==> src/rtl/utx_pkg.sv <==
package utx_pkg;

  typedef enum logic [2:0] {
    PH_IDLE,
    PH_ARM,
    PH_START,
    PH_DATA,
    PH_STOP
  } phase_e;

  typedef enum logic [2:0] {
    LINE_KEEP,
    LINE_IDLE,
    LINE_START,
    LINE_DATA,
    LINE_STOP
  } lineCmd_e;

  typedef struct packed {
    logic     holdWrite;
    logic     holdTake;
    lineCmd_e lineCmd;
  } ctrlStrobe_t;

endpackage

==> src/rtl/utx_datapath.sv <==
module utx_datapath
  import utx_pkg::*;
#(
  parameter int DATA_W = 8
) (
  input  logic              clk,
  input  logic              rstN,
  input  ctrlStrobe_t       strb,
  input  logic [DATA_W-1:0] wrData,
  output logic              holdFull,
  output logic              txLine
);

  logic [DATA_W-1:0] holdData;
  logic [DATA_W-1:0] shiftReg;
  logic [DATA_W-1:0] srcByte;
  logic              holdValid;
  logic              lineReg;

  // A byte taken on the same edge as its first data bit comes straight from the holding register.
  assign srcByte = strb.holdTake ? holdData : shiftReg;

  always_ff @(posedge clk) begin
    if (!rstN) begin
      holdValid <= 1'b0;
      holdData  <= '0;
    end else if (strb.holdWrite) begin
      holdValid <= 1'b1;
      holdData  <= wrData;
    end else if (strb.holdTake) begin
      holdValid <= 1'b0;
    end
  end

  always_ff @(posedge clk) begin
    if (!rstN) begin
      shiftReg <= '0;
      lineReg  <= 1'b1;
    end else begin
      if (strb.lineCmd == LINE_DATA) begin
        shiftReg <= {1'b0, srcByte[DATA_W-1:1]};
      end else if (strb.holdTake) begin
        shiftReg <= holdData;
      end
      case (strb.lineCmd)
        LINE_START: lineReg <= 1'b0;
        LINE_DATA:  lineReg <= srcByte[0];
        LINE_STOP:  lineReg <= 1'b1;
        LINE_IDLE:  lineReg <= 1'b1;
        default:    lineReg <= lineReg;
      endcase
    end
  end

  assign holdFull = holdValid;
  assign txLine   = lineReg;

endmodule

==> src/rtl/utx_ctrl.sv <==
module utx_ctrl
  import utx_pkg::*;
#(
  parameter int DATA_W = 8
) (
  input  logic        clk,
  input  logic        rstN,
  input  logic        baudTick,
  input  logic        lateRelease,
  input  logic        wrEn,
  input  logic        doneClr,
  input  logic        holdFull,
  output ctrlStrobe_t strb,
  output logic        txDone,
  output logic        overrun
);

  localparam int CNT_W = (DATA_W > 1) ? $clog2(DATA_W) : 1;
  localparam logic [CNT_W-1:0] LAST_BIT = CNT_W'(DATA_W - 1);

  phase_e          phase, phaseNext;
  logic [CNT_W-1:0] bitCnt, bitCntNext;
  logic            loaded, loadedNext;
  logic            doneReg, overReg;
  logic            accept, setDone;

  assign accept = wrEn && !holdFull;

  always_comb begin
    phaseNext      = phase;
    bitCntNext     = bitCnt;
    loadedNext     = loaded;
    setDone        = 1'b0;
    strb.holdWrite = accept;
    strb.holdTake  = 1'b0;
    strb.lineCmd   = LINE_KEEP;
    case (phase)
      PH_IDLE: begin
        if (holdFull) begin
          phaseNext = PH_ARM;
          if (!lateRelease) begin
            strb.holdTake = 1'b1;
            loadedNext    = 1'b1;
          end
        end
      end
      PH_ARM: begin
        if (baudTick) begin
          phaseNext    = PH_START;
          strb.lineCmd = LINE_START;
        end
      end
      PH_START: begin
        if (baudTick) begin
          phaseNext    = PH_DATA;
          bitCntNext   = '0;
          strb.lineCmd = LINE_DATA;
          if (!loaded) begin
            strb.holdTake = 1'b1;
            loadedNext    = 1'b1;
          end
        end
      end
      PH_DATA: begin
        if (baudTick) begin
          if (bitCnt == LAST_BIT) begin
            phaseNext    = PH_STOP;
            strb.lineCmd = LINE_STOP;
          end else begin
            bitCntNext   = bitCnt + 1'b1;
            strb.lineCmd = LINE_DATA;
          end
        end
      end
      PH_STOP: begin
        if (baudTick) begin
          loadedNext = 1'b0;
          if (holdFull) begin
            phaseNext    = PH_START;
            strb.lineCmd = LINE_START;
            if (!lateRelease) begin
              strb.holdTake = 1'b1;
              loadedNext    = 1'b1;
            end
          end else begin
            phaseNext    = PH_IDLE;
            strb.lineCmd = LINE_IDLE;
            setDone      = 1'b1;
          end
        end
      end
      default: phaseNext = PH_IDLE;
    endcase
  end

  always_ff @(posedge clk) begin
    if (!rstN) begin
      phase   <= PH_IDLE;
      bitCnt  <= '0;
      loaded  <= 1'b0;
      doneReg <= 1'b0;
      overReg <= 1'b0;
    end else begin
      phase  <= phaseNext;
      bitCnt <= bitCntNext;
      loaded <= loadedNext;
      if (accept)       doneReg <= 1'b0;
      else if (setDone) doneReg <= 1'b1;
      else if (doneClr) doneReg <= 1'b0;
      if (wrEn && holdFull) overReg <= 1'b1;
    end
  end

  assign txDone  = doneReg;
  assign overrun = overReg;

endmodule

==> src/rtl/uart_tx_hold.sv <==
module uart_tx_hold
  import utx_pkg::*;
#(
  parameter int DATA_W = 8
) (
  input  logic              clk,
  input  logic              rstN,
  input  logic              baudTick,
  input  logic              lateRelease,
  input  logic              wrEn,
  input  logic [DATA_W-1:0] wrData,
  input  logic              emptyIrqEn,
  input  logic              doneIrqEn,
  input  logic              doneClr,
  output logic              txLine,
  output logic              holdEmpty,
  output logic              txDone,
  output logic              overrun,
  output logic              emptyIrq,
  output logic              doneIrq
);

  ctrlStrobe_t strb;
  logic        holdFull;

  utx_ctrl #(.DATA_W(DATA_W)) uCtrl (
    .clk(clk), .rstN(rstN), .baudTick(baudTick), .lateRelease(lateRelease),
    .wrEn(wrEn), .doneClr(doneClr), .holdFull(holdFull), .strb(strb),
    .txDone(txDone), .overrun(overrun)
  );

  utx_datapath #(.DATA_W(DATA_W)) uPath (
    .clk(clk), .rstN(rstN), .strb(strb), .wrData(wrData),
    .holdFull(holdFull), .txLine(txLine)
  );

  assign holdEmpty = !holdFull;
  assign emptyIrq  = holdEmpty && emptyIrqEn;
  assign doneIrq   = txDone && doneIrqEn;

endmodule

==> config.mk <==
export PLATFORM = sky130hd
export DESIGN_NAME = uart_tx_hold
export DESIGN_NICKNAME = d
export VERILOG_FILES = /design/src/rtl/utx_pkg.sv /design/src/rtl/utx_datapath.sv /design/src/rtl/utx_ctrl.sv /design/src/rtl/uart_tx_hold.sv
export SDC_FILE = /design/constraint.sdc
export NUM_CORES = 1
export LEC_CHECK = 0
export BUFFER_PORTS_ARGS = -buffer_cell sky130_fd_sc_hd__buf_2
export CAP_MARGIN = 20
export CORE_MARGIN = 5
export CORE_UTILIZATION = 25
export DETAILED_ROUTE_END_ITERATION = 12
export HOLD_SLACK_MARGIN = 0.02
export PLACE_DENSITY_LB_ADDON = 0.12
export RECOVER_POWER = 25
export SYNTH_ARGS = -nofsm -noshare
export SYNTH_HDL_FRONTEND = slang
export SYNTH_SLANG_ARGS = --single-unit
==> constraint.sdc <==
create_clock -name clk -period 2.64 [get_ports clk]
set_input_delay 0.132 -clock clk [delete_from_list [all_inputs] [get_ports clk]]
set_output_delay 0.132 -clock clk [all_outputs]
set_load 0.005 [all_outputs]
Word-level counts from Yosys, hierarchy flattened
Index checks and enable logic that the tools add are counted.

storage, ports and cells
  bits in latches = 0
  bits in registers = 27
  logic and storage cells = 84
  memory bits (read-only) = 0
  bits in writable memories = 0
  memories = 0

operators by class
  shift operators = 0
  reduce and logical (&&, ||, !) cells = 17
  bitwise operators = 1
  muxes and demuxes = 38
  divide/modulo/power cells = 0
  magnitude comparators = 0
  multiply operators = 0
  $add $sub $neg = 1
  equal/unequal tests = 17

operator list
  kind                                                                      count
  3-bit two-way mux                                                         11
  3-bit one-hot mux with 5 select lines                                     1
  1-bit two-way mux                                                         14
  3-bit by 2-bit equality test with 1-bit output (second input constant)    4
  2-bit inequality test (second input constant)                             6
  3-bit one-hot mux with 4 select lines                                     1
  3-bit equality test (second input constant)                               3
  1-bit one-hot mux with 3 select lines                                     3
  4-bit two-way mux                                                         2
  8-bit two-way mux                                                         1
  7-bit two-way mux                                                         1
  3-bit by 1-bit equality test with 1-bit output (second input constant)    2
  2-bit two-way mux                                                         3
  3-bit one-hot mux with 2 select lines                                     1
  6-bit AND reduction                                                       1
  2-bit nonzero test                                                        3
  3-bit nonzero test                                                        2
  2-bit OR reduction                                                        3
  5-bit AND reduction                                                       1
  1-bit logical AND                                                         4
  2-bit by 1-bit inequality test with 1-bit output (second input constant)  2
  4-bit AND reduction                                                       1
  3-bit by 1-bit adder with 3-bit output (second input constant)            1
  3-bit zero test                                                           1
  2 further kinds                                                           2

Depth between registers and ports, before layout
Gate-level depths: netlist (run 1).

  depth after elaboration = 7
  gate-level depth with buffers = 6
  depth with buffers taken out = 6

Hierarchy
From an unflattened synthesis (run 1), not the netlist that was laid out.

second synthesis, totals
  cell total of the unflattened synthesis = 149
  area, all modules = 1363.8 um^2

by module, submodules not included
  module        sequential area each (um^2)  times used  cells an instance  area each (um^2)
  utx_datapath  360.3                        1           78                 773.2
  utx_ctrl      180.2                        1           68                 574.3
  uart_tx_hold  0.0                          1           3                  16.3

Worst setup path after synthesis (run 1)
OpenSTA, ideal clock, no wires.

  kind = register -> register
  start = reg uCtrl.bitCnt[0]
  end = reg uPath.shiftReg[0]
  data required time = 2515 ps
  buffers on the path = 1
  cell stages (with the launch flop) = 7
  arrival time = 1409 ps
  slack = 1106 ps
  period minus slack after synthesis = 1534 ps
  path through = dfxtp_1 > ha_1 > ha_1 > a21oi_2 > buf_4 > mux2i_1 > o22ai_2

between the ends
  longest elaborated chain between the ends = 6

RTL lines
  item                                            line                RTL
  start, declared                                 utx_ctrl.sv:22      logic [CNT_W-1:0] bitCnt, bitCntNext;
  start signal, assigned                          utx_ctrl.sv:105     bitCnt <= bitCntNext;
  3-bit equality test                             utx_ctrl.sv:66      if (bitCnt == LAST_BIT) begin
  3-bit two-way mux                               utx_ctrl.sv:66
  3-bit two-way mux                               utx_ctrl.sv:65      if (baudTick) begin
  3-bit one-hot mux with 4 select lines           utx_ctrl.sv:37      case (phase)
  3-bit by 2-bit equality test with 1-bit output  utx_datapath.sv:40  if (strb.lineCmd == LINE_DATA) begin
  7-bit two-way mux                               utx_datapath.sv:40
  end signal, assigned                            utx_datapath.sv:41  shiftReg <= {1'b0, srcByte[DATA_W-1:1]};
  end signal, assigned                            utx_datapath.sv:43  shiftReg <= holdData;
  end, declared                                   utx_datapath.sv:15  logic [DATA_W-1:0] shiftReg;

No other way between the ends.
A chain may end at the register's enable or synchronous reset.

Final worst setup path (run 1)
  start = reg uCtrl.bitCnt[0]
  end = reg uPath.shiftReg[1]

The elaborated chain is that of the path after synthesis.

==> impl_results.html, run 1 <==
<table>
<tr><th>Metric</th><th>Value</th></tr>
<tr><th colspan="2">Run status</th></tr>
<tr><td>Run status</td><td>completed</td></tr>
<tr><th colspan="2">Critical path</th></tr>
<tr><td>Worst Path Max Fanout</td><td>11</td></tr>
<tr><td>FF-to-FF setup slack</td><td>0.74 ns</td></tr>
<tr><td>Critical path launch point type</td><td>flip-flop</td></tr>
<tr><td>Critical R2R Launch</td><td>uCtrl.bitCnt[0]$_SDFFE_PN0P_</td></tr>
<tr><td>Category of the critical setup timing path</td><td>reg2reg</td></tr>
<tr><td>Arrival time of the worst setup path</td><td>2.07 ns</td></tr>
<tr><td>Sort of element at the end of the critical path</td><td>flip-flop</td></tr>
<tr><td>Critical path data required time</td><td>2.80 ns</td></tr>
<tr><td>RR Endpoint</td><td>uPath.shiftReg[1]$_SDFF_PN0_</td></tr>
<tr><td>Path depth of the worst reg2reg path</td><td>5</td></tr>
<tr><th colspan="2">Synth</th></tr>
<tr><td>Main synth FF type</td><td>sky130_fd_sc_hd__dfxtp_1</td></tr>
<tr><td>Synthesized flop and latch total</td><td>27</td></tr>
<tr><td>Portion of synthesized cell area occupied by the leading cell type</td><td>39.4%</td></tr>
<tr><td>Simple-Gate Fraction of Synth Area</td><td>20.8%</td></tr>
<tr><td>Most frequent cell after synthesis</td><td>sky130_fd_sc_hd__dfxtp_1</td></tr>
<tr><td>Synth Warn #</td><td>0</td></tr>
<tr><td>Mean instance size in the synthesized netlist</td><td>9.52 µm²</td></tr>
<tr><td>Number of synthesized flops with an enable pin</td><td>0</td></tr>
<tr><td>Cell taking the most area after synthesis</td><td>sky130_fd_sc_hd__dfxtp_1</td></tr>
<tr><td>Multiplexer share of the synthesized area</td><td>11.7%</td></tr>
<tr><td>Compound-cell area share of the yosys netlist</td><td>21.6%</td></tr>
<tr><td>Post-synth design cell area</td><td>0.00137 mm²</td></tr>
<tr><td>Adder-cell share of the synthesized area</td><td>1.82%</td></tr>
<tr><td>Post-synthesis instance total</td><td>144</td></tr>
<tr><td>Synth cell types</td><td>42</td></tr>
<tr><td>Share of synthesized flip-flops with an asynchronous set or reset</td><td>0%</td></tr>
<tr><td>Commonest cells post-synth</td><td>sky130_fd_sc_hd__dfxtp_1, sky130_fd_sc_hd__nand2_1, sky130_fd_sc_hd__mux2i_1</td></tr>
<tr><td>Cell types occupying the most area after synthesis</td><td>sky130_fd_sc_hd__dfxtp_1, sky130_fd_sc_hd__mux2i_1, sky130_fd_sc_hd__o22ai_2, sky130_fd_sc_hd__nand2_1, sky130_fd_sc_hd__a21oi_1</td></tr>
<tr><td>Xor and xnor area share after synthesis</td><td>0%</td></tr>
<tr><td>Net count after synthesis</td><td>162</td></tr>
<tr><td>Sequential share of the synthesized area</td><td>39.4%</td></tr>
<tr><td>Dominant combinational cell family by area after synthesis</td><td>compound AO/OA/AOI/OAI gates</td></tr>
<tr><th colspan="2">Power</th></tr>
<tr><td>Leakage power figure</td><td>0.602 nW</td></tr>
<tr><td>Worst IR drop on VDD</td><td>182 µV</td></tr>
<tr><td>Post-layout total power</td><td>915 µW</td></tr>
<tr><td>Power per cell area</td><td>581 mW/mm²</td></tr>
<tr><th colspan="2">Flow run</th></tr>
<tr><td>Max-cap violation count</td><td>0</td></tr>
<tr><th colspan="2">Die</th></tr>
<tr><td>Number of top-level design ports</td><td>22</td></tr>
<tr><td>Initial Utilization</td><td>25.4%</td></tr>
<tr><td>Area of the placeable core</td><td>0.00541 mm²</td></tr>
<tr><td>Chip height</td><td>84.1 µm</td></tr>
<tr><td>Area of the die</td><td>0.00707 mm²</td></tr>
<tr><td>Die Wd</td><td>84.1 µm</td></tr>
<tr><td>Rows</td><td>27</td></tr>
<tr><th colspan="2">Routing</th></tr>
<tr><td>Final antenna-violating net count</td><td>0</td></tr>
<tr><td>Post-route DRC</td><td>0</td></tr>
<tr><td>First-pass iteration count of the detailed router</td><td>4</td></tr>
<tr><td>Total wire length</td><td>2890 µm</td></tr>
<tr><td>Detailed router's first-iteration violation count</td><td>53</td></tr>
<tr><td>Routed len/inst</td><td>12.3 µm</td></tr>
<tr><td>Vias</td><td>1073</td></tr>
<tr><td>Via-per-instance ratio</td><td>4.57</td></tr>
<tr><th colspan="2">Placed design</th></tr>
<tr><td>Last weighted congestion value of the routability-driven placer</td><td>0.707</td></tr>
<tr><td>Number of buffers inserted by port buffering</td><td>21</td></tr>
<tr><td>Detailed placer's ending HPWL</td><td>2190 µm</td></tr>
<tr><td>Placed Cells incl. Taps</td><td>231</td></tr>
<tr><th colspan="2">Finish</th></tr>
<tr><td>Non-filler instance count after layout</td><td>235</td></tr>
<tr><td>Antenna fix cells</td><td>0</td></tr>
<tr><td>Layout fillers</td><td>599</td></tr>
<tr><td>Final-stage net count</td><td>182</td></tr>
<tr><td>Layout overhead on the synthesized area</td><td>14.8%</td></tr>
<tr><td>Proportion of layout cells with a drive suffix above 1</td><td>25.2%</td></tr>
<tr><td>Total area of multi-input combinational cells</td><td>767 µm²</td></tr>
<tr><td>Footprint of the flip-flops and latches</td><td>541 µm²</td></tr>
<tr><th colspan="2">Timing</th></tr>
<tr><td>Remaining max-slew budget at the tightest pin</td><td>53.7%</td></tr>
<tr><td>Post-Route Skew</td><td>0.00268 ns</td></tr>
<tr><td>Max Freq</td><td>0.526 GHz</td></tr>
<tr><td>Max-slew violation total from the final report</td><td>0</td></tr>
<tr><td>Unrepaired setup endpoints after global routing</td><td>no</td></tr>
<tr><td>Number of failing setup endpoints in the final timing report</td><td>0</td></tr>
<tr><td>Total negative slack</td><td>0 ns</td></tr>
<tr><td>Final period demand of the worst path</td><td>1.90 ns</td></tr>
<tr><td>Slew at the pin closest to its max-slew limit</td><td>0.694 ns</td></tr>
<tr><td>Final worst path period share</td><td>72.1%</td></tr>
<tr><td>Hold Fails Final Rpt</td><td>0</td></tr>
<tr><th colspan="2">Global routing</th></tr>
<tr><td>Antenna violations before repair</td><td>0</td></tr>
<tr><td>Wire length of the first global-routing pass</td><td>5060 µm</td></tr>
<tr><td>Pin count of the biggest net entering global routing</td><td>19</td></tr>
<tr><td>Overall fraction of global-route tracks in use</td><td>8.52%</td></tr>
<tr><td>Final global-route overflow total</td><td>0</td></tr>
<tr><td>Number of global-route vias before repair</td><td>1121</td></tr>
<tr><th colspan="2">Clock network</th></tr>
<tr><td>Clock transition at the registers of the reported paths</td><td>0.10 ns</td></tr>
<tr><td>Number of buffers added to fix hold violations after cts</td><td>0</td></tr>
<tr><td>H-tree depth reported by CTS</td><td>1</td></tr>
<tr><td>TritonCTS clock tree</td><td>done</td></tr>
<tr><td>Number of buffers added by the clock tree synthesis step</td><td>3</td></tr>
<tr><td>Number of setup buffers added after CTS</td><td>0</td></tr>
<tr><td>Worst-case clock buffer depth</td><td>2</td></tr>
<tr><td>Sink count of the clock tree</td><td>27</td></tr>
<tr><td>CTS Root Buffer Type</td><td>sky130_fd_sc_hd__clkbuf_8</td></tr>
<tr><td>Skew-Pair Late Insertion Delay</td><td>0.28 ns</td></tr>
<tr><td># resized after CTS</td><td>0</td></tr>
<tr><th colspan="2">Worst hold path</th></tr>
<tr><td>Hold path cells</td><td>3</td></tr>
<tr><td>Hold Crit Class</td><td>in2reg</td></tr>
<tr><td>Worst Hold Launch</td><td>wrData[3]</td></tr>
<tr><td>Destination of the worst hold path</td><td>uPath.holdData[3]$_SDFFE_PN0P_</td></tr>
</table>
[placed cells by master (no fill, tap or decap), types with 2 or more instances in the layout]
cell | synthesis | layout
sky130_fd_sc_hd__a211oi_1 | 2 | 2
sky130_fd_sc_hd__a21oi_1 | 14 | 14
sky130_fd_sc_hd__a31oi_1 | 2 | 2
sky130_fd_sc_hd__buf_2 | 3 | 18
sky130_fd_sc_hd__buf_4 | 1 | 2
sky130_fd_sc_hd__clkbuf_1 | 2 | 3
sky130_fd_sc_hd__clkbuf_8 | 0 | 3
sky130_fd_sc_hd__dfxtp_1 | 27 | 27
sky130_fd_sc_hd__ha_1 | 2 | 2
sky130_fd_sc_hd__inv_1 | 2 | 2
sky130_fd_sc_hd__mux2i_1 | 16 | 16
sky130_fd_sc_hd__nand2_1 | 21 | 21
sky130_fd_sc_hd__nand2_2 | 2 | 2
sky130_fd_sc_hd__nand3_1 | 2 | 2
sky130_fd_sc_hd__nand4_1 | 3 | 3
sky130_fd_sc_hd__nor2_1 | 6 | 6
sky130_fd_sc_hd__nor2b_1 | 3 | 3
sky130_fd_sc_hd__nor3_1 | 2 | 2
sky130_fd_sc_hd__o211ai_1 | 2 | 2
sky130_fd_sc_hd__o22ai_2 | 7 | 7
[layout make-up]
type / instances / area share, %
Clock buffer: 3 / 2.62
Timing Repair Buffer: 23 / 7.39
Tap cell: 72 / 5.72
Multi-Input combinational cell: 106 / 48.7
Sequential cell: 27 / 34.3
Inverter: 3 / 0.715
Clock inverter: 1 / 0.477
[how the worst max path moves through the flow]
stage | from | to | slack (ns) | depth (start not counted)
6_report | uCtrl.bitCnt[0]$_SDFFE_PN0P_ | uPath.shiftReg[1]$_SDFF_PN0_ | 0.74 | 5
5_1_grt | uCtrl.bitCnt[0]$_SDFFE_PN0P_ | uPath.shiftReg[1]$_SDFF_PN0_ | 0.60 | 5
4_1_cts | uCtrl.bitCnt[0]$_SDFFE_PN0P_ | uPath.shiftReg[1]$_SDFF_PN0_ | 0.71 | 5
3_5_place_dp | uCtrl.bitCnt[0]$_SDFFE_PN0P_ | uPath.shiftReg[1]$_SDFF_PN0_ | 0.73 | 5
3_3_place_gp | uCtrl.phase[2]$_SDFFE_PN0P_ | uPath.shiftReg[5]$_SDFF_PN0_ | 0.79 | 4
2_1_floorplan | uCtrl.bitCnt[0]$_SDFFE_PN0P_ | uPath.shiftReg[0]$_SDFF_PN0_ | 1.11 | 6
[layer usage]
metal | vias up | wire (µm) | global-route usage (%)
li1 | 560 | - | -
met4 | 0 | 37 | 2.63
met2 | 18 | 1380 | 15.0
met3 | 5 | 101 | 1.88
met1 | 490 | 1370 | 10.2
met5 | - | 0 | 0
[per-stage QoR]
step | utilization, % | worst slack (ns) | cell area [µm²] | hold WS [ns]
finish | 29.1 | 0.738 | 1570 | 0.0797
global route | 29.1 | 0.596 | 1570 | 0.0859
detailed placement | 28.3 | 0.728 | 1530 | 0.380
CTS | 29.2 | 0.712 | 1580 | 0.0721
global placement | 28.3 | 0.791 | 1530 | 0.376
floorplan | - | 1.11 | 1370 | 0.221
[sequential cells by signal (all words and copies together) (netlist names)]
register,flops
uCtrl.txDone,1
uPath.txLine,1
uCtrl.loaded,1
uPath.holdData,8
uPath.holdFull,1
uPath.shiftReg,8
uCtrl.phase,3
uCtrl.overrun,1
uCtrl.bitCnt,3
[power by group]
part           internal (mW)  total, mW  switching [mW]
combinational         0.0925      0.206           0.114
sequential             0.434      0.462          0.0287
clock                  0.107      0.246           0.139
[critical path: stages (launching register included)]
cell and delay, ns:
sky130_fd_sc_hd__dfxtp_1 0.34, sky130_fd_sc_hd__ha_1 0.20, sky130_fd_sc_hd__ha_1 0.26, sky130_fd_sc_hd__a21oi_2 0.58, sky130_fd_sc_hd__mux2i_1 0.31, sky130_fd_sc_hd__o22ai_2 0.10
[cells by family (layout without fill, tap and decap cells)]
group                      count (synthesis)  in the layout
and+or+nand+nor                           52             52
buffers and inverters                     11             30
adders and majority gates                  2              2
DFF                                       27             27
AOI/OAI and AO/OA                         36             36
muxes                                     16             16
Power figures use the tool's default switching activity.
==> inputs of run 2 (changes only) <==
--- a/config.mk
+++ b/config.mk
@@ -5,6 +5,7 @@
 export SDC_FILE = /design/constraint.sdc
 export NUM_CORES = 1
 export LEC_CHECK = 0
+export ABC_AREA = 1
 export BUFFER_PORTS_ARGS = -buffer_cell sky130_fd_sc_hd__buf_2
 export CAP_MARGIN = 20
 export CORE_MARGIN = 5
==> constraint.sdc (replaced) <==
create_clock -name clk -period 1.9 [get_ports clk]
set_input_delay 0.095 -clock clk [delete_from_list [all_inputs] [get_ports clk]]
set_output_delay 0.095 -clock clk [all_outputs]
set_load 0.005 [all_outputs]
==> run 2 against run 1 <==
Effect of this change: utilization fell by 0.27 points; critical endpoint is now uPath.shiftReg[4]$_SDFF_PN0_; total power rose by 44%; largest cell class unchanged; fmax grew 19%; worst hold slack got worse by 0.022 ns; count of clock-buffer cells in the layout up 1; final area shrank 0.32%; clock power increased by 37%; setup slack worse by 0.43 ns; largest power group unchanged; clock skew rose by 0.0093 ns; area after synthesis rose by 1.2%.
==> impl_results.html, run 2 <==
<table>
<tr><th>Metric</th><th>Value</th></tr>
<tr><th colspan="2">Synth</th></tr>
<tr><td>Main synth FF type</td><td>sky130_fd_sc_hd__dfxtp_1</td></tr>
<tr><td>Cell taking the most area after synthesis</td><td>sky130_fd_sc_hd__dfxtp_1</td></tr>
<tr><td>Commonest cells post-synth</td><td>sky130_fd_sc_hd__nor2_1, sky130_fd_sc_hd__nand2_1, sky130_fd_sc_hd__dfxtp_1</td></tr>
<tr><td>Most frequent cell after synthesis</td><td>sky130_fd_sc_hd__nor2_1</td></tr>
<tr><td>Number of synthesized flops with an enable pin</td><td>0</td></tr>
<tr><td>Sequential share of the synthesized area</td><td>39.0%</td></tr>
<tr><td>Post-synthesis instance total</td><td>203</td></tr>
<tr><td>Share of synthesized flip-flops with an asynchronous set or reset</td><td>0%</td></tr>
<tr><td>Synth cell types</td><td>23</td></tr>
<tr><td>Synthesized flop and latch total</td><td>27</td></tr>
<tr><td>Cell types occupying the most area after synthesis</td><td>sky130_fd_sc_hd__dfxtp_1, sky130_fd_sc_hd__nor2_1, sky130_fd_sc_hd__nand2_1, sky130_fd_sc_hd__nand3_1, sky130_fd_sc_hd__o21ai_0</td></tr>
<tr><td>Mean instance size in the synthesized netlist</td><td>6.84 µm²</td></tr>
<tr><td>Portion of synthesized cell area occupied by the leading cell type</td><td>39.0%</td></tr>
<tr><td>Net count after synthesis</td><td>221</td></tr>
<tr><td>Synth Warn #</td><td>0</td></tr>
<tr><td>Post-synth design cell area</td><td>0.00139 mm²</td></tr>
<tr><th colspan="2">Timing</th></tr>
<tr><td>Minimum setup slack in the final design</td><td>0.306 ns</td></tr>
<tr><td>Remaining max-slew budget at the tightest pin</td><td>72.1%</td></tr>
<tr><td>Hold Fails Final Rpt</td><td>0</td></tr>
<tr><td>Number of failing setup endpoints in the final timing report</td><td>0</td></tr>
<tr><td>Max-slew violation total from the final report</td><td>0</td></tr>
<tr><td>Post-Route Skew</td><td>0.0120 ns</td></tr>
<tr><td>Slew at the pin closest to its max-slew limit</td><td>0.418 ns</td></tr>
<tr><td>Final worst path period share</td><td>83.9%</td></tr>
<tr><td>Unrepaired setup endpoints after global routing</td><td>no</td></tr>
<tr><td>Max Freq</td><td>0.627 GHz</td></tr>
<tr><td>Total negative slack</td><td>0 ns</td></tr>
<tr><td>Final period demand of the worst path</td><td>1.59 ns</td></tr>
<tr><th colspan="2">Routing</th></tr>
<tr><td>Via-per-instance ratio</td><td>4.25</td></tr>
<tr><td>Routed len/inst</td><td>10.9 µm</td></tr>
<tr><td>Vias</td><td>1245</td></tr>
<tr><td>First-pass iteration count of the detailed router</td><td>4</td></tr>
<tr><td>Final antenna-violating net count</td><td>0</td></tr>
<tr><td>Detailed router's first-iteration violation count</td><td>60</td></tr>
<tr><td>Post-route DRC</td><td>0</td></tr>
<tr><td>Total wire length</td><td>3190 µm</td></tr>
<tr><th colspan="2">Placed design</th></tr>
<tr><td>Last weighted congestion value of the routability-driven placer</td><td>0.789</td></tr>
<tr><td>Number of buffers inserted by port buffering</td><td>21</td></tr>
<tr><td>Setup WS pre-CTS</td><td>0.346 ns</td></tr>
<tr><td>Detailed placer's ending HPWL</td><td>2360 µm</td></tr>
<tr><th colspan="2">Clock network</th></tr>
<tr><td>H-tree depth reported by CTS</td><td>1</td></tr>
<tr><td>Clock transition at the registers of the reported paths</td><td>0.10 ns</td></tr>
<tr><td>Sink count of the clock tree</td><td>27</td></tr>
<tr><td>Worst-case clock buffer depth</td><td>2</td></tr>
<tr><td>TritonCTS clock tree</td><td>done</td></tr>
<tr><td>Number of buffers added by the clock tree synthesis step</td><td>3</td></tr>
<tr><td>Number of setup buffers added after CTS</td><td>0</td></tr>
<tr><td>Number of buffers added to fix hold violations after cts</td><td>0</td></tr>
<tr><td>Skew-Pair Late Insertion Delay</td><td>0.28 ns</td></tr>
<tr><td>CTS Root Buffer Type</td><td>sky130_fd_sc_hd__clkbuf_8</td></tr>
<tr><td># resized after CTS</td><td>0</td></tr>
<tr><th colspan="2">Die</th></tr>
<tr><td>Initial Utilization</td><td>25.5%</td></tr>
<tr><td>Chip height</td><td>84.5 µm</td></tr>
<tr><td>Area of the placeable core</td><td>0.00544 mm²</td></tr>
<tr><td>Die Wd</td><td>84.5 µm</td></tr>
<tr><td>Area of the die</td><td>0.00714 mm²</td></tr>
<tr><td>Number of top-level design ports</td><td>22</td></tr>
<tr><td>Rows</td><td>27</td></tr>
<tr><th colspan="2">Power</th></tr>
<tr><td>Leakage power figure</td><td>0.782 nW</td></tr>
<tr><td>Worst IR drop on VDD</td><td>278 µV</td></tr>
<tr><td>Power per cell area</td><td>841 mW/mm²</td></tr>
<tr><th colspan="2">Global routing</th></tr>
<tr><td>Final global-route overflow total</td><td>0</td></tr>
<tr><td>Pin count of the biggest net entering global routing</td><td>24</td></tr>
<tr><td>Antenna violations before repair</td><td>0</td></tr>
<tr><td>Wire length of the first global-routing pass</td><td>5730 µm</td></tr>
<tr><td>Number of global-route vias before repair</td><td>1237</td></tr>
<tr><td>Overall fraction of global-route tracks in use</td><td>9.70%</td></tr>
<tr><th colspan="2">Critical path</th></tr>
<tr><td>Largest incremental delay on the critical path</td><td>0.43 ns</td></tr>
<tr><td>Launching instance or port of the critical path</td><td>uPath.holdFull$_SDFFE_PN0P_</td></tr>
<tr><td>Critical path launch point type</td><td>flip-flop</td></tr>
<tr><td>Cell-by-cell listing of the critical path</td><td>inv_1 &gt; nor2_2 &gt; nand3_2 &gt; nand2_2 &gt; nand2_1 &gt; nand3_1 &gt; nand2_1 &gt; nor2_1</td></tr>
<tr><td>Most used cell, CP</td><td>sky130_fd_sc_hd__nand2_1</td></tr>
<tr><td>Critical path data required time</td><td>2.11 ns</td></tr>
<tr><td>Highest-delay cell along the critical path</td><td>sky130_fd_sc_hd__dfxtp_1</td></tr>
<tr><td>Critical R2R Launch</td><td>uPath.holdFull$_SDFFE_PN0P_</td></tr>
<tr><td>Worst Path Max Fanout</td><td>11</td></tr>
<tr><td>Sort of element at the end of the critical path</td><td>flip-flop</td></tr>
<tr><td>FF-to-FF setup slack</td><td>0.31 ns</td></tr>
<tr><td>Category of the critical setup timing path</td><td>reg2reg</td></tr>
<tr><td>Number of buffers and inverters on the critical path</td><td>1</td></tr>
<tr><td>Arrival time of the worst setup path</td><td>1.81 ns</td></tr>
<tr><td>Family with the most delay on the worst path</td><td>simple AND/OR/NAND/NOR gates</td></tr>
<tr><th colspan="2">Finish</th></tr>
<tr><td>Most common library cell in the layout ignoring fill and taps</td><td>sky130_fd_sc_hd__nor2_1</td></tr>
<tr><td>Final-stage net count</td><td>240</td></tr>
<tr><td>Top Registers</td><td>uPath.holdData x8, uPath.shiftReg x8</td></tr>
<tr><td>Layout overhead on the synthesized area</td><td>13.1%</td></tr>
<tr><td>Antenna fix cells</td><td>0</td></tr>
<tr><td>Top library cells by usage in the layout, fill and taps aside</td><td>sky130_fd_sc_hd__nor2_1, sky130_fd_sc_hd__nand2_1, sky130_fd_sc_hd__dfxtp_1, sky130_fd_sc_hd__nand3_1, sky130_fd_sc_hd__buf_2</td></tr>
<tr><td>Proportion of layout cells with a drive suffix above 1</td><td>17.2%</td></tr>
<tr><th colspan="2">Worst hold path</th></tr>
<tr><td>Hold Crit Class</td><td>in2reg</td></tr>
<tr><td>Worst Hold Launch</td><td>wrEn</td></tr>
<tr><th colspan="2">Flow run</th></tr>
<tr><td>Max-cap violation count</td><td>0</td></tr>
<tr><th colspan="2">Run status</th></tr>
<tr><td>Run status</td><td>completed</td></tr>
</table>
-- run 2: through the flow --
stage          cells  area, µm²  hold slack (ns)  utilization, %  total power [mW]
2_1_floorplan    203       1390            0.233               -             0.931
3_3_place_gp     289       1520            0.345            28.0              1.01
3_5_place_dp     289       1520            0.351            28.0             0.998
4_1_cts          293       1570           0.0589            28.8              1.34
5_1_grt          293       1570           0.0631            28.8              1.43
6_report         293       1570           0.0574            28.8              1.32
-- run 2: worst paths after layout --
kind,endpoint,depth (start not counted)
hold / removal,uCtrl.overrun$_SDFFE_PN0P_,3
setup reg to reg,uPath.shiftReg[4]$_SDFF_PN0_,8
hold reg to reg,uCtrl.overrun$_SDFFE_PN0P_,2
setup / recovery,uPath.shiftReg[4]$_SDFF_PN0_,8
-- run 2: cell families (layout without fill, tap and decap cells) --
group | after synthesis | in the layout | synth area share, %
AND/OR/NAND/NOR | 125 | 125 | 40.8
flip-flops | 27 | 27 | 39.0
buffers and inverters | 25 | 43 | 9.56
AO/OA/AOI/OAI | 24 | 24 | 8.84
adder cells (fa/ha/maj) | 2 | 2 | 1.80
-- run 2: area by class of cell --
class	instances	area, µm²
tap	72	90.1
fill	622	3870
inverter	17	66.3
multi-input combinational	151	714
sequential	27	541
timing repair buffer	22	113
clock buffer	4	45.0
-- run 2: metal layers --
metal	up-vias	GRT usage [%]	share of wire [%]
met5	-	0	0
met4	0	3.60	1.6
met3	5	1.77	2.5
met2	12	15.1	43
met1	539	13.3	53
li1	689	-	-
-- run 2: power breakdown --
| part | switching, mW | leakage [nW] | internal, mW |
|---|---|---|---|
| sequential | 0.0440 | 0.221 | 0.625 |
| clock | 0.187 | 0.0228 | 0.151 |
| combinational | 0.191 | 0.538 | 0.121 |
-- run 2: worst reg2reg max path, delay by kind of cell, from the launching register on --
kind	cells	cell delay, ns
AND/OR/NAND/NOR	7	0.96
buffers and inverters	1	0.14
flip-flops	1	0.43
==> inputs of run 3 (changes only) <==
==> constraint.sdc (replaced) <==
create_clock -name clk -period 1.5 [get_ports clk]
set_input_delay 0.075 -clock clk [delete_from_list [all_inputs] [get_ports clk]]
set_output_delay 0.075 -clock clk [all_outputs]
set_load 0.005 [all_outputs]
==> run 3 against run 2 <==
Effect of this change: via count up 1.7%; final area up 4.9%; non-clock buffer count up 10; clock skew down 0.0071 ns; critical path depth unchanged; critical endpoint is now uCtrl.bitCnt[1]$_SDFFE_PN0P_; largest power group unchanged.
==> impl_results.html, run 3 (synthesized netlist as in run 2, its figures left out) <==
<table>
<tr><th>Metric</th><th>Value</th></tr>
<tr><th colspan="2">Run status</th></tr>
<tr><td>Run status</td><td>completed</td></tr>
<tr><th colspan="2">Finish</th></tr>
<tr><td>Layout fillers</td><td>625</td></tr>
<tr><td>Top Registers</td><td>uPath.holdData x8, uPath.shiftReg x8</td></tr>
<tr><td>Total area of multi-input combinational cells</td><td>719 µm²</td></tr>
<tr><td>Non-filler instance count after layout</td><td>303</td></tr>
<tr><td>Top library cells by usage in the layout, fill and taps aside</td><td>sky130_fd_sc_hd__nor2_1, sky130_fd_sc_hd__nand2_1, sky130_fd_sc_hd__dfxtp_1, sky130_fd_sc_hd__nand3_1, sky130_fd_sc_hd__buf_2</td></tr>
<tr><td>Proportion of layout cells with a drive suffix above 1</td><td>21.2%</td></tr>
<tr><td>Final-stage net count</td><td>250</td></tr>
<tr><td>Antenna fix cells</td><td>0</td></tr>
<tr><td>Footprint of the flip-flops and latches</td><td>543 µm²</td></tr>
<tr><td>Finished Core Util</td><td>30.3%</td></tr>
<tr><td>Layout overhead on the synthesized area</td><td>18.6%</td></tr>
<tr><td>Final design area excluding fillers</td><td>0.00165 mm²</td></tr>
<tr><td>Most common library cell in the layout ignoring fill and taps</td><td>sky130_fd_sc_hd__nor2_1</td></tr>
<tr><th colspan="2">Die</th></tr>
<tr><td>Area of the placeable core</td><td>0.00544 mm²</td></tr>
<tr><td>Die Wd</td><td>84.5 µm</td></tr>
<tr><td>Rows</td><td>27</td></tr>
<tr><td>Initial Utilization</td><td>25.5%</td></tr>
<tr><td>Number of top-level design ports</td><td>22</td></tr>
<tr><td>Area of the die</td><td>0.00714 mm²</td></tr>
<tr><td>Chip height</td><td>84.5 µm</td></tr>
<tr><th colspan="2">Timing</th></tr>
<tr><td>Unrepaired setup endpoints after global routing</td><td>no</td></tr>
<tr><td>Max-slew violation total from the final report</td><td>0</td></tr>
<tr><td>Slew at the pin closest to its max-slew limit</td><td>0.397 ns</td></tr>
<tr><td>Max Freq</td><td>0.736 GHz</td></tr>
<tr><td>Hold Fails Final Rpt</td><td>0</td></tr>
<tr><td>Minimum setup slack in the final design</td><td>0.142 ns</td></tr>
<tr><td>Final period demand of the worst path</td><td>1.36 ns</td></tr>
<tr><td>Post-Route Skew</td><td>0.00489 ns</td></tr>
<tr><td>Number of failing setup endpoints in the final timing report</td><td>0</td></tr>
<tr><td>Remaining max-slew budget at the tightest pin</td><td>73.6%</td></tr>
<tr><td>Hold Worst Slack</td><td>0.0408 ns</td></tr>
<tr><td>Total negative slack</td><td>0 ns</td></tr>
<tr><td>Final worst path period share</td><td>90.6%</td></tr>
<tr><th colspan="2">Global routing</th></tr>
<tr><td>Pin count of the biggest net entering global routing</td><td>22</td></tr>
<tr><td>Wire length of the first global-routing pass</td><td>5620 µm</td></tr>
<tr><td>Number of global-route vias before repair</td><td>1251</td></tr>
<tr><td>Final global-route overflow total</td><td>0</td></tr>
<tr><td>Antenna violations before repair</td><td>0</td></tr>
<tr><td>Overall fraction of global-route tracks in use</td><td>9.53%</td></tr>
<tr><th colspan="2">Clock network</th></tr>
<tr><td>Clock transition at the registers of the reported paths</td><td>0.10 ns</td></tr>
<tr><td>Number of buffers added to fix hold violations after cts</td><td>0</td></tr>
<tr><td>Skew-Pair Late Insertion Delay</td><td>0.27 ns</td></tr>
<tr><td>TritonCTS clock tree</td><td>done</td></tr>
<tr><td>CTS Root Buffer Type</td><td>sky130_fd_sc_hd__clkbuf_8</td></tr>
<tr><td>Sink count of the clock tree</td><td>27</td></tr>
<tr><td>H-tree depth reported by CTS</td><td>1</td></tr>
<tr><td>Worst-case clock buffer depth</td><td>2</td></tr>
<tr><td>Number of buffers added by the clock tree synthesis step</td><td>3</td></tr>
<tr><th colspan="2">Routing</th></tr>
<tr><td>Total wire length</td><td>3240 µm</td></tr>
<tr><td>First-pass iteration count of the detailed router</td><td>4</td></tr>
<tr><td>Met3 Routed Length</td><td>69 µm</td></tr>
<tr><td>Wire length on met2</td><td>1470 µm</td></tr>
<tr><td>Via-per-instance ratio</td><td>4.18</td></tr>
<tr><td>Post-route DRC</td><td>0</td></tr>
<tr><td>Top routing layer in use</td><td>met4</td></tr>
<tr><td>Detailed router's first-iteration violation count</td><td>54</td></tr>
<tr><td>M1 wire length</td><td>1670 µm</td></tr>
<tr><td>Routed len/inst</td><td>10.7 µm</td></tr>
<tr><td>Final antenna-violating net count</td><td>0</td></tr>
<tr><td>Vias</td><td>1266</td></tr>
<tr><th colspan="2">Power</th></tr>
<tr><td>Power per cell area</td><td>1040 mW/mm²</td></tr>
<tr><td>Post-layout total power</td><td>1.71 mW</td></tr>
<tr><td>Worst IR drop on VDD</td><td>306 µV</td></tr>
<tr><td>Leakage power figure</td><td>0.817 nW</td></tr>
<tr><th colspan="2">Placed design</th></tr>
<tr><td>Placed Cells incl. Taps</td><td>298</td></tr>
<tr><td>Last weighted congestion value of the routability-driven placer</td><td>0.728</td></tr>
<tr><td>Area after detailed placement</td><td>0.00159 mm²</td></tr>
<tr><td>Detailed placer's ending HPWL</td><td>2440 µm</td></tr>
<tr><td>Setup WS pre-CTS</td><td>0.0612 ns</td></tr>
<tr><td>Number of buffers inserted by port buffering</td><td>21</td></tr>
<tr><th colspan="2">Flow run</th></tr>
<tr><td>Max-cap violation count</td><td>0</td></tr>
<tr><th colspan="2">Critical path</th></tr>
<tr><td>Critical path data required time</td><td>1.67 ns</td></tr>
<tr><td>Arrival time of the worst setup path</td><td>1.53 ns</td></tr>
<tr><td>Sort of element at the end of the critical path</td><td>flip-flop</td></tr>
<tr><td>Critical path launch point type</td><td>flip-flop</td></tr>
<tr><td>Category of the critical setup timing path</td><td>reg2reg</td></tr>
<tr><td>Worst Path Max Fanout</td><td>16</td></tr>
<tr><th colspan="2">Worst hold path</th></tr>
<tr><td>Hold Crit Class</td><td>in2reg</td></tr>
</table>
run 3: changes by cell type in the layout (fill, tap and decap cells not counted), moves of 2 or more:
cell	before	now
sky130_fd_sc_hd__clkbuf_1	1	4
sky130_fd_sc_hd__dfxtp_1	27	25
sky130_fd_sc_hd__dfxtp_2	0	2
sky130_fd_sc_hd__buf_4	1	9
run 3: cell type report:
cell class                 instances  area share [%]
clock buffer                       3            2.51
tap                               72            5.48
multi-input combinational        151            43.7
sequential                        27            33.0
inverter                          17            4.18
timing repair buffer              32            10.8
clock inverter                     1           0.304
run 3: worst max-delay path: stages (launching register included):
cell,delay (ns)
sky130_fd_sc_hd__dfxtp_2,0.34
sky130_fd_sc_hd__ha_1,0.19
sky130_fd_sc_hd__ha_2,0.18
sky130_fd_sc_hd__nor2_2,0.10
sky130_fd_sc_hd__nand3_2,0.09
sky130_fd_sc_hd__nand2_4,0.12
sky130_fd_sc_hd__inv_6,0.07
sky130_fd_sc_hd__a21oi_1,0.12
sky130_fd_sc_hd__nor2_1,0.05
run 3: what timing repair did:
| action | 4_1_cts | 5_1_grt |
|---|---|---|
| gates resized for setup | 0 | 5 |
| setup endpoints to repair | 0 | 11 |
| buffers inserted | 0 | 1 |
run 3: final timing paths:
path / start / cells past startpoint / to / slack, ns
hold reg to reg: uCtrl.bitCnt[0]$_SDFFE_PN0P_ / 1 / uCtrl.bitCnt[0]$_SDFFE_PN0P_ / 0.43
setup reg to reg: uCtrl.bitCnt[0]$_SDFFE_PN0P_ / 8 / uCtrl.bitCnt[1]$_SDFFE_PN0P_ / 0.14
hold / removal: wrEn / 3 / uCtrl.overrun$_SDFFE_PN0P_ / 0.04
setup / recovery: uCtrl.bitCnt[0]$_SDFFE_PN0P_ / 8 / uCtrl.bitCnt[1]$_SDFFE_PN0P_ / 0.14
run 3: where the power goes:
part	internal, mW	switching, mW
Combinational	0.182	0.257
Sequential	0.792	0.0476
Clock	0.186	0.241
Total	1.16	0.545
run 3: routing by layer:
metal  vias up  global-route usage, %
met3         2                   1.77
met5         -                      0
met1       544                   12.6
li1        709                      -
met2        11                   15.7
met4         0                   3.02
